## config.mk

```make
export PLATFORM = sky130hd
export DESIGN_NAME = dfe1_unrolled_slicer
export DESIGN_NICKNAME = d
export VERILOG_FILES = /design/src/rtl/dfe_pkg.sv /design/src/rtl/dfe_thresh.sv /design/src/rtl/dfe_slicer.sv /design/src/rtl/dfe_select.sv /design/src/rtl/dfe1_unrolled_slicer.sv
export SDC_FILE = /design/constraint.sdc
export NUM_CORES = 1
export LEC_CHECK = 0
export BUFFER_PORTS_ARGS = -buffer_cell sky130_fd_sc_hd__buf_4
export CORE_UTILIZATION = 35
export CTS_CLUSTER_SIZE = 16
export DETAILED_ROUTE_END_ITERATION = 6
export SKIP_CTS_REPAIR_TIMING = 1
export SYNTH_ARGS = -nofsm -noshare
export SYNTH_HDL_FRONTEND = slang
export SYNTH_HIERARCHICAL = 1
export SYNTH_SLANG_ARGS = --single-unit
```

## constraint.sdc

```tcl
create_clock -name clk_i -period 2.2 [get_ports clk_i]
set_clock_uncertainty 0.15 [all_clocks]
set_input_delay 0.44 -clock clk_i [delete_from_list [all_inputs] [get_ports clk_i]]
set_output_delay 0.44 -clock clk_i [all_outputs]
set_load 0.02 [all_outputs]
```

## src/rtl/dfe_pkg.sv

```systemverilog
package dfe_pkg;
  typedef enum logic {
    EYE_LO = 1'b0,
    EYE_HI = 1'b1
  } eye_e;

  localparam int unsigned NUM_EYES = 2;

  function automatic int unsigned cmp_width(input int unsigned sw, input int unsigned tw);
    return ((sw > tw) ? sw : tw) + 1;
  endfunction
endpackage

```

## src/rtl/dfe_thresh.sv

```systemverilog
module dfe_thresh #(
  parameter int unsigned TW = 8,
  parameter int unsigned CW = 9
) (
  input  logic [TW-1:0]        h1_i,
  output logic signed [CW-1:0] thr_hi_o,
  output logic signed [CW-1:0] thr_lo_o
);
  logic signed [CW-1:0] h1_x;

  // widened before negation so that -(most negative) is representable
  assign h1_x     = {{(CW-TW){h1_i[TW-1]}}, h1_i};
  assign thr_hi_o = h1_x;
  assign thr_lo_o = -h1_x;
endmodule

```

## src/rtl/dfe_slicer.sv

```systemverilog
module dfe_slicer #(
  parameter int unsigned SW = 8,
  parameter int unsigned CW = 9
) (
  input  logic [SW-1:0]        sample_i,
  input  logic signed [CW-1:0] thr_i,
  output logic                 bit_o
);
  logic signed [CW-1:0] s_x;

  assign s_x   = {{(CW-SW){sample_i[SW-1]}}, sample_i};
  assign bit_o = (s_x > thr_i);
endmodule

```

## src/rtl/dfe_select.sv

```systemverilog
module dfe_select (
  input  logic clk_i,
  input  logic rst_ni,
  input  logic valid_i,
  input  logic cand_hi_i,
  input  logic cand_lo_i,
  output logic valid_o,
  output logic dec_o,
  output logic cand_hi_o,
  output logic cand_lo_o
);
  import dfe_pkg::*;

  eye_e sel;
  logic dec_q, dec_d;
  logic hi_q, lo_q, vld_q;

  // loop: dec_q -> mux -> dec_q
  assign sel   = eye_e'(dec_q);
  assign dec_d = (sel == EYE_HI) ? cand_hi_i : cand_lo_i;

  always_ff @(posedge clk_i or negedge rst_ni) begin
    if (!rst_ni) begin
      dec_q <= 1'b0;
      hi_q  <= 1'b0;
      lo_q  <= 1'b0;
      vld_q <= 1'b0;
    end else begin
      vld_q <= valid_i;
      if (valid_i) begin
        dec_q <= dec_d;
        hi_q  <= cand_hi_i;
        lo_q  <= cand_lo_i;
      end
    end
  end

  assign valid_o   = vld_q;
  assign dec_o     = dec_q;
  assign cand_hi_o = hi_q;
  assign cand_lo_o = lo_q;
endmodule

```

## src/rtl/dfe1_unrolled_slicer.sv

```systemverilog
module dfe1_unrolled_slicer #(
  parameter int unsigned SW       = 8,
  parameter int unsigned TW       = 8,
  parameter bit          DEBUG_EN = 1'b1
) (
  input  logic          clk_i,
  input  logic          rst_ni,
  input  logic          valid_i,
  input  logic [SW-1:0] sample_i,
  input  logic [TW-1:0] h1_i,
  output logic          valid_o,
  output logic          decision_o,
  output logic          cand_hi_o,
  output logic          cand_lo_o
);
  import dfe_pkg::*;

  localparam int unsigned CW = cmp_width(SW, TW);

  logic signed [CW-1:0] thr [NUM_EYES];
  logic [NUM_EYES-1:0]  cand;
  logic                 hi_r, lo_r;

  dfe_thresh #(.TW(TW), .CW(CW)) u_thresh (
    .h1_i     (h1_i),
    .thr_hi_o (thr[EYE_HI]),
    .thr_lo_o (thr[EYE_LO])
  );

  for (genvar e = 0; e < NUM_EYES; e++) begin : g_eye
    dfe_slicer #(.SW(SW), .CW(CW)) u_slicer (
      .sample_i (sample_i),
      .thr_i    (thr[e]),
      .bit_o    (cand[e])
    );
  end

  dfe_select u_select (
    .clk_i     (clk_i),
    .rst_ni    (rst_ni),
    .valid_i   (valid_i),
    .cand_hi_i (cand[EYE_HI]),
    .cand_lo_i (cand[EYE_LO]),
    .valid_o   (valid_o),
    .dec_o     (decision_o),
    .cand_hi_o (hi_r),
    .cand_lo_o (lo_r)
  );

  if (DEBUG_EN) begin : g_dbg
    assign cand_hi_o = hi_r;
    assign cand_lo_o = lo_r;
  end else begin : g_nodbg
    assign cand_hi_o = 1'b0;
    assign cand_lo_o = 1'b0;
  end
endmodule

```

==> metrics.md, run 1 <==
| Metric | Value |
|---|---|
| Final min period | 2660 ps |
| Critical-path top delay cell | or3_1 |
| Layer with the highest usage | met2 |
| Largest net degree at the start of global routing | 6 |
| Met2 Use GR | 27.6% |
| Rows | 17 |
| RSZ-0062 raised after global routing | yes |
| Final Setup Violations | 2 |
| Static leakage power | 0.585 nW |
| Critical Path End Type | register |
| Synth cell count leaders | inv_1, ha_1, buf_4, a21oi_1, xnor2_1 |
| Cell Chain, Critical Path | buf_4 > inv_1 > ha_1 > inv_1 > or3_1 > xor2_1 > inv_1 > ha_1 > nand4_1 > or2_0 > o21ai_1 > o221ai_1 > mux2_2 |
| Antenna violations before repair | 0 |
| Iteration-0 DRC Markers | 10 |
| Max H-tree Level | 1 |
| CTS tree | built |
| Hold-critical path depth | 1 |
| Routed vias/inst | 4.77 |
| Tot Pwr | 0.425 mW |
| I/O Buffers | 22 |
| Class of the worst hold path | in -> reg |
| Starting Density | 37.4% |
| Required @ worst endpoint | 2170 ps |
| Period Utilization, post-route | 121% |
| Worst skew pair latency | 230 ps |
| DR pass1 iterations | 4 |
| Top-area cell type share of the netlist area | 28.7% |
| Worst reg2reg endpoint | u_select/cand_hi_o |
| Die Ht | 50.6 um |
| Area leader, netlist | ha_1 |
| Critical path's largest stage delay | 320 ps |
| Failing checks | setup timing |
| Critical Path AT | 2620 ps |
| Worst-Margin Slew | 260 ps |
| Max rail drop VDD | 260 uV |
| Longest Clk Path Bufs | 2 |
| Top-count cell post-synth | inv_1 |
| Design area | 1140 um^2 |
| Fmax | 376 MHz |
| Post-Syn Instances | 107 |
| Worst Path Max Fanout | 2 |
| Sequential cell area fraction in the yosys report | 12.1% |
| Multi-input gate area | 611 um^2 |
| Layout cells sized above 1 | 36.0% |
| DRC Markers | 0 |
| Status | finished with violations |
| Hold Path Sink | u_select/valid_o |
| Post-synth EDFFs | 0 |
| Syn nets | 145 |
| Power Dens Cells | 373 nW/um^2 |
| Ys flop type | dfrtp_1 |
| Reg2reg start | u_select/cand_hi_o |
| Fin Hold WS | 203 ps |
| Overflow after GRT | 0 |
| Slew HR | 82.6% |
| DP Cell Count | 160 |
| Layout Cells excl Fill | 164 |
| Vias in the first global route | 734 |
| ANT nets after route | 0 |
| Nets@finish | 176 |
| Clock slew at reported path FFs | 40 ps |
| Yosys cell types | 24 |
| CP dominant cell by count | inv_1 |
| Max_cap viols | 0 |
| Via count | 782 |
| Ant diodes | 0 |
| Routed wire length | 1.73 mm |
| DPL Wire Length | 1.53 mm |
| Min-Delay Startpoint | valid_i |
| FILL cells | 226 |
| Drt wl/cell | 10.5 um |
| Gp weighted congestion | 0.769 |
| GR met3 Demand/Resource | 3.64% |
| Placed Instance Area | 1060 um^2 |
| Hold Vio Cnt, Final | 0 |
| I/O pin count | 23 |
| First-pass GRT wire length | 2.84 mm |
| Routing usage on met1 | 16.8% |
| Top cells by area, synth | ha_1, dfrtp_1, inv_1 |
| Ys async rst share | 100% |
| Seq. cell area | 100 um^2 |
| Avg Cell Area, Syn | 7.74 um^2 |
| Syn-to-layout area delta | 37.5% |
| Slew Limit Fails | 0 |
| Die X | 50.6 um |
| Synth Register Bits | 4 |
| GRT Total Usage | 14.8% |
| Crit path kind | in -> reg |
| R2R setup slack | 1320 ps |
| Setup TNS | -886 ps |
| YS warnings | 6 |
| CP startpoint kind | primary input |
| Core Region | 2210 um^2 |
| Die area | 2560 um^2 |
| Final worst slack | -457 ps |
| FF-to-FF path depth | 1 |
| Clk sinks | 4 |
| Cts bufs inserted | 3 |
| Root buffer cell | clkbuf_4 |
| Synth Cell Area | 828 um^2 |
[logic make-up (layout without fill, tap and decap cells)]
group,count (synthesis),in the layout,synth area share (%)
AOI/OAI and AO/OA,15,15,10.1
xor gates and xnor gates,6,6,6.34
and+or+nand+nor,27,27,20.1
adders and majority gates,19,19,28.7
DFF,4,4,12.1
buffers and inverters,34,63,19.9
muxes,2,2,2.72
[report_power, final]
group          leakage (nW)  internal (mW)  switching [mW]
logic                 0.525          0.123           0.114
registers            0.0457         0.0891         0.00844
clock network        0.0138         0.0610          0.0296
total                 0.585          0.273           0.152
[worst max-delay path by stage]
stage / start / end / slack [ps] / cells after the start
final: h1_i[0] / u_select/cand_lo_o / -460 / 13
after global placement: h1_i[1] / u_select/cand_lo_o / -640 / 12
after detailed placement: h1_i[1] / u_select/cand_lo_o / -690 / 12
after floorplan: h1_i[4] / u_select/cand_lo_o / -400 / 10
after CTS: h1_i[1] / u_select/cand_lo_o / -450 / 12
after global routing: h1_i[0] / u_select/cand_lo_o / -600 / 13
[routing by layer]
layer	routed length, um	vias up
met5	0	-
met4	0	0
met3	54	0
met2	943	14
met1	728	353
li1	-	415
[worst max-delay path: cells and delay by family]
kind,cells,cell delay [ps]
and+or+nand+nor,3,710
xor gates and xnor gates,1,170
adders and majority gates,2,440
AOI/OAI and AO/OA,2,280
muxes,1,300
buffers and inverters,4,270
[placed cells by master, fill, tap and decap left out]
master	n
dlygate4sd3_1	1
nor3b_2	1
a31oi_1	1
dfrtp_1	4
nor4_2	1
a21oi_2	1
nor2_2	1
nand3_1	2
o21ai_1	2
a21oi_1	7
mux2_2	2
nand3b_1	2
nor4_1	1
or2_0	2
nor3_1	2
o221ai_1	2
ha_4	2
nor4_4	1
nor2_1	3
or4_4	1
nor3_2	1
buf_6	2
nand4_1	4
xor2_1	1
or3_1	1
clkbuf_4	3
xnor2_1	5
buf_4	33
ha_1	17
inv_1	24
o21ai_0	2
nand2_1	4
[cell type report]
type                            instances  area share (%)
Clock buffer                            3            1.98
Inverter                               24            7.91
Multi-Input combinational cell         69            53.6
Sequential cell                         4            8.79
Tap cell                               28            3.08
Timing Repair Buffer                   36            24.6
[through the flow]
stage,utilization [%],setup slack (ps)
floorplan,-,-403
global placement,48.1,-642
detailed placement,48.1,-692
CTS,49.1,-451
global route,51.5,-600
finish,51.5,-457
[sequential cells by signal, summed over array words and instances, names as in the netlist]
signal,count
u_select/valid_o,1
u_select/cand_lo_o,1
u_select/dec_o,1
u_select/cand_hi_o,1
Note: power is estimated with default switching activity, not from simulation.
==> run 2, diff against run 1 <==
--- a/config.mk
+++ b/config.mk
@@ -9,6 +9,8 @@
 export CORE_UTILIZATION = 35
 export CTS_CLUSTER_SIZE = 16
 export DETAILED_ROUTE_END_ITERATION = 6
+export MAX_ROUTING_LAYER = met4
+export PLACE_DENSITY = 0.54
 export SKIP_CTS_REPAIR_TIMING = 1
 export SYNTH_ARGS = -nofsm -noshare
 export SYNTH_HDL_FRONTEND = slang
==> run 2 against run 1 <==
  * The run still ends with setup timing left
  * Utilization is 0.68 points lower
  * Largest power group unchanged
  * Cell count rose by 0.61%
  * Die area stayed put
  * Combinational power barely moved
  * Largest cell class unchanged
  * Setup slack improved by 27 ps
  * Global-route usage rose by 1.5 points
  * Cell area down 1.3%
  * Clock power increased by 3.6%
  * Critical endpoint unchanged
  * Non-clock buffer count grew 1
  * Routed wire length is 6.4% higher
  * Sequential cell count unchanged
  * Critical path depth decreased by 2
==> metrics.md, run 2 (synthesized netlist as in run 1, its figures left out) <==
| Metric | Value |
|---|---|
| Status | finished with violations |
| Failing checks | setup timing |
| Largest net degree at the start of global routing | 6 (unchanged) |
| Period Utilization, post-route | 120% (-1.2 points) |
| Max_cap viols | 0 (unchanged) |
| Critical path's largest stage delay | 560 ps (+240 ps) |
| RSZ-0062 raised after global routing | yes |
| Critical-path top delay cell | or4_4 |
| Overflow after GRT | 0 (unchanged) |
| First-pass GRT wire length | 2.95 mm (+3.9%) |
| I/O pin count | 23 (unchanged) |
| I/O Buffers | 22 (unchanged) |
| Max rail drop VDD | 268 uV (+3.3%) |
| DR pass1 iterations | 4 (unchanged) |
| Core Region | 2210 um^2 (unchanged) |
| CP startpoint kind | primary input |
| Die X | 50.6 um (unchanged) |
| Die area | 2560 um^2 (unchanged) |
| Cts bufs inserted | 3 (unchanged) |
| Class of the worst hold path | in -> reg |
| Rows | 17 (unchanged) |
| Power Dens Cells | 379 nW/um^2 (+1.7%) |
| FILL cells | 223 (-1.3%) |
| Worst Path Max Fanout | 3 (+1) |
| Design area | 1120 um^2 (-1.3%) |
| Crit path kind | in -> reg |
| Fmax | 380 MHz (+1.0%) |
| Final min period | 2630 ps (-26.7 ps) |
| Iteration-0 DRC Markers | 12 (+2) |
| Nets@finish | 177 (+0.57%) |
| Static leakage power | 0.588 nW (+0.50%) |
| Critical Path AT | 2600 ps (-20 ps) |
| Routed wire length | 1.84 mm (+6.4%) |
| Antenna violations before repair | 0 (unchanged) |
| Final Setup Violations | 2 (unchanged) |
| Slew HR | 81.8% (-0.79 points) |
| Longest Clk Path Bufs | 2 (unchanged) |
| Die Ht | 50.6 um (unchanged) |
| ANT nets after route | 0 (unchanged) |
| Required @ worst endpoint | 2170 ps (about the same) |
| Root buffer cell | clkbuf_4 |
| DRC Markers | 0 (unchanged) |
| CTS tree | built |
| DPL Wire Length | 1.67 mm (+9.1%) |
| Max H-tree Level | 1 (unchanged) |
| Cell Chain, Critical Path | buf_6 > or4_4 > nor4_4 > xnor2_1 > inv_1 > ha_4 > nand4_1 > nor3_2 > nor4_1 > o221ai_1 > mux2_2 |
| Starting Density | 37.4% (unchanged) |
| Ant diodes | 0 (unchanged) |
| Most frequent cells in the layout | buf_4, inv_1, ha_1, a21oi_1, xnor2_1 |
| Hold Vio Cnt, Final | 0 (unchanged) |
| GRT Total Usage | 16.3% (+1.5 points) |
| Gp weighted congestion | 0.801 (+4.3%) |
| Post-layout util | 50.8% (-0.68 points) |
| Slew Limit Fails | 0 (unchanged) |
| Clk sinks | 4 (unchanged) |
| Routed vias/inst | 4.68 (-1.7%) |
| Placed Instance Area | 1070 um^2 (+0.71%) |
| Syn-to-layout area delta | 35.6% |
| Worst-Margin Slew | 271 ps (+11.3 ps) |
| Drt wl/cell | 11.1 um (+5.8%) |
| Worst skew pair latency | 240 ps (about the same) |
| Vias in the first global route | 754 (+2.7%) |
| Critical Path End Type | register |
| Final worst slack | -430 ps (+26.7 ps) |
| Clock slew at reported path FFs | 40 ps (about the same) |
| Via count | 773 (-1.2%) |
| Layout cells sized above 1 | 34.3% (-1.7 points) |
| Most common cell after layout, fill and taps aside | buf_4 |
| Fin Hold WS | 195 ps (-8.59 ps) |
-- run 2: cell count changes in the layout (fill, tap and decap cells not counted), sizes merged --
cell and delta:
buf +1
-- run 2: worst max-delay path, delay by kind of cell --
kind | cells | cell delay [ps]
AND/OR/NAND/NOR | 5 | 1160
multiplexers | 1 | 280
adder cells (fa/ha/maj) | 1 | 220
AO/OA/AOI/OAI | 1 | 170
buffers and inverters | 2 | 170
XOR/XNOR | 1 | 150
-- run 2: worst paths after layout --
kind	startpoint	end	slack, ps	cells after the start
worst max-delay path	h1_i[4]	u_select/cand_lo_o	-430	11
worst min-delay path	valid_i	u_select/valid_o	190	1
worst max register to register	u_select/cand_lo_o	u_select/cand_lo_o	1310	1
worst min register to register	u_select/dec_o	u_select/dec_o	340	1
max in group asynchronous	rst_ni	u_select/cand_lo_o	1410	2
min in group asynchronous	rst_ni	u_select/cand_hi_o	380	2
-- run 2: area by class of cell --
cell class	count	area, um^2	share of cell area (%)
well taps	28	35.0	3.12
clock buffers	3	22.5	2.00
repair buffers	37	288	25.6
inverters	24	90.1	8.02
multi-input cells	69	588	52.3
flip-flops and latches	4	100	8.91
-- run 2: power by group --
| group | leakage [nW] | switching, mW | internal (mW) |
|---|---|---|---|
| sequential | 0.0457 | 0.00883 | 0.0891 |
| clock | 0.0138 | 0.0327 | 0.0612 |
| combinational | 0.528 | 0.114 | 0.121 |
-- run 2: layer usage --
layer | GRT usage (%) | vias to the layer above | share of wire (%)
li1 | - | 416 | -
met1 | 17.0 | 341 | 45
met2 | 29.8 | 16 | 51
met3 | 3.64 | 0 | 3.4
met4 | 5.56 | 0 | 0
met5 | - | - | 0
-- run 2: per-stage QoR --
stage | cells | TNS (ps) | setup slack, ps | power, mW
finish | 165 | -786 | -430 | 0.426
detailed placement | 161 | -1470 | -698 | 0.332
CTS | 164 | -858 | -444 | 0.430
floorplan | 107 | -745 | -403 | 0.231
global route | 165 | -1040 | -522 | 0.466
global placement | 161 | -1250 | -611 | 0.327
==> run 3, diff against run 2 <==
--- a/config.mk
+++ b/config.mk
@@ -6,11 +6,13 @@
 export NUM_CORES = 1
 export LEC_CHECK = 0
 export BUFFER_PORTS_ARGS = -buffer_cell sky130_fd_sc_hd__buf_4
+export CELL_PAD_IN_SITES_DETAIL_PLACEMENT = 1
+export CELL_PAD_IN_SITES_GLOBAL_PLACEMENT = 1
 export CORE_UTILIZATION = 35
 export CTS_CLUSTER_SIZE = 16
 export DETAILED_ROUTE_END_ITERATION = 6
 export MAX_ROUTING_LAYER = met4
-export PLACE_DENSITY = 0.54
+export PLACE_DENSITY = 0.72
 export SKIP_CTS_REPAIR_TIMING = 1
 export SYNTH_ARGS = -nofsm -noshare
 export SYNTH_HDL_FRONTEND = slang
==> run 3 against run 2 <==
  * The run still ends with setup timing left
  * Routed wire length rose by 22%
  * Cell area is 7.5% higher
  * Critical path type unchanged
  * Highest routed layer is now met4
  * Total power grew 7.9%
  * Sequential share of layout area decreased by 0.62 points
  * Utilization up 3.8 points
  * Critical path depth rose by 2
  * Largest cell class unchanged
==> metrics.md, run 3 (synthesized netlist as in run 1, its figures left out) <==
| Metric | Value |
|---|---|
| Slew HR | 77.1% (-4.6 points) |
| Static leakage power | 0.607 nW (+3.3%) |
| Longest Clk Path Bufs | 2 (unchanged) |
| Hold Path Sink | u_select/valid_o |
| Failing checks | setup timing |
| Overflow after GRT | 0 (unchanged) |
| Most common cell after layout, fill and taps aside | buf_4 |
| Class of the worst hold path | in -> reg |
| Fmax | 375 MHz (-1.2%) |
| Min-Delay Startpoint | valid_i |
| I/O pin count | 23 (unchanged) |
| Metal3 WL | 44 um (-29%) |
| Die X | 50.6 um (unchanged) |
| Top sig layer | met4 |
| Final worst slack | -463 ps (-32.9 ps) |
| Worst-Margin Slew | 342 ps (+71.2 ps) |
| Routed wire length | 2.24 mm (+22%) |
| Vias in the first global route | 906 (+20%) |
| Max H-tree Level | 1 (unchanged) |
| Critical Path End Type | register |
| Largest net degree at the start of global routing | 6 (unchanged) |
| Crit path kind | in -> reg |
| Antenna violations before repair | 0 (unchanged) |
| Nets@finish | 179 (+1.1%) |
| Worst reg2reg endpoint | u_select/cand_lo_o |
| Starting Density | 37.4% (unchanged) |
| Reg2reg start | u_select/cand_lo_o |
| Rows | 17 (unchanged) |
| Routed vias/inst | 4.93 (+5.2%) |
| Clock slew at reported path FFs | 40 ps (about the same) |
| Power Dens Cells | 381 nW/um^2 (+0.37%) |
| Cts bufs inserted | 3 (unchanged) |
| Status | finished with violations |
| GRT Total Usage | 19.9% (+3.6 points) |
| Layout cells sized above 1 | 42.4% (+8.1 points) |
| Slew Limit Fails | 0 (unchanged) |
| Root buffer cell | clkbuf_4 |
| DRC Markers | 0 (unchanged) |
| Met2 routed WL | 1.26 mm (+34%) |
| Hold Vio Cnt, Final | 0 (unchanged) |
| Int Power | 0.285 mW (+5.0%) |
| Clock group share of total power | 21.2% (-0.8 points) |
| RSZ-0062 raised after global routing | yes |
| Final Setup Violations | 2 (unchanged) |
| CP startpoint kind | primary input |
| WL met1 | 917 um (+11%) |
| R2R setup slack | 1290 ps (-20 ps) |
| Hold-critical path depth | 1 (unchanged) |
| CTS tree | built |
| First-pass GRT wire length | 3.63 mm (+23%) |
| Ant diodes | 0 (unchanged) |
| Worst skew pair latency | 240 ps (about the same) |
| Max_cap viols | 0 (unchanged) |
| I/O Buffers | 22 (unchanged) |
| Reg power frac | 21.4% (-1.6 points) |
| Drt wl/cell | 13.4 um (+21%) |
| Critical Path AT | 2640 ps (+40 ps) |
| Tot Pwr | 0.460 mW (+7.9%) |
| Die area | 2560 um^2 (unchanged) |
| Fin Hold WS | 205 ps (+10.5 ps) |
| Via count | 823 (+6.5%) |
| Syn-to-layout area delta | 45.8% |
| DPL Wire Length | 1.93 mm (+15%) |
| Gate power share | 57.4% (+2.4 points) |
| DR pass1 iterations | 3 (-1) |
| Sw Pwr | 0.175 mW (+13%) |
| Most frequent cells in the layout | buf_4, inv_1, ha_1, a21oi_1, xnor2_1 |
| Final min period | 2660 ps (+32.9 ps) |
| Switching share of total power | 38.1% (+1.7 points) |
| FF-to-FF path depth | 1 (unchanged) |
| Worst Path Max Fanout | 3 (unchanged) |
| Clk sinks | 4 (unchanged) |
| ANT nets after route | 0 (unchanged) |
| Max rail drop VDD | 233 uV (-13%) |
| Iteration-0 DRC Markers | 2 (-10) |
| Die Ht | 50.6 um (unchanged) |
| Gp weighted congestion | 0.779 (-2.8%) |
| Required @ worst endpoint | 2180 ps (about the same) |
| Core Region | 2210 um^2 (unchanged) |
| Period Utilization, post-route | 121% (+1.5 points) |
run 3: cell count changes in the layout (fill, tap and decap cells not counted), moves of 2 or more:
cell | before | now
inv_1 | 24 | 20
ha_4 | 1 | 3
ha_1 | 18 | 16
inv_2 | 0 | 2
inv_4 | 0 | 2
run 3: how the worst max path moves through the flow:
| stage | startpoint | end | slack (ps) | cells after the start |
|---|---|---|---|---|
| after global routing | h1_i[1] | u_select/cand_lo_o | -540 | 13 |
| after CTS | h1_i[0] | u_select/cand_lo_o | -530 | 13 |
| after detailed placement | h1_i[0] | u_select/cand_lo_o | -780 | 13 |
| final | h1_i[1] | u_select/cand_lo_o | -460 | 13 |
| after floorplan | h1_i[4] | u_select/cand_lo_o | -400 | 10 |
| after global placement | h1_i[1] | u_select/cand_lo_o | -650 | 13 |
run 3: layout make-up:
cell class,count,area [um^2]
Multi-Input combinational cell,69,641
Tap cell,28,35.0
Inverter,24,95.1
Fill cell,276,1000
Timing Repair Buffer,39,314
Clock buffer,3,22.5
Sequential cell,4,100
run 3: power groups by stage:
stage               Combinational (mW)  Sequential (mW)  Clock [mW]
floorplan                        0.114            0.117           0
finish                           0.264           0.0986      0.0975
CTS                              0.240           0.0983       0.104
global route                     0.292            0.100       0.110
global placement                 0.226           0.0985           0
detailed placement               0.239           0.0992           0
run 3: critical path, stage by stage:
cell,delay (ps)
buf_8,100
inv_4,50
ha_4,130
inv_2,30
or3_4,370
xor2_2,200
inv_2,70
ha_4,260
nand4_1,140
or2_1,290
o21ai_2,160
o221ai_2,120
mux2_4,270
run 3: layer usage:
metal | vias to the layer above | track usage (%)
met4 | 0 | 6.94
met1 | 389 | 20.1
li1 | 419 | -
met5 | - | -
met2 | 13 | 37.8
met3 | 2 | 3.64
run 3: metrics by stage:
| stage | worst slack (ps) | cells | cell area (um^2) | TNS (ps) | util [%] |
|---|---|---|---|---|---|
| after global routing | -537 | 167 | 1210 | -1060 | 54.6 |
| after global placement | -646 | 161 | 1070 | -1310 | 48.4 |
| final | -463 | 167 | 1210 | -857 | 54.6 |
| after floorplan | -403 | 107 | 841 | -745 | - |
| after CTS | -531 | 164 | 1090 | -1020 | 49.4 |
| after detailed placement | -783 | 161 | 1070 | -1630 | 48.4 |
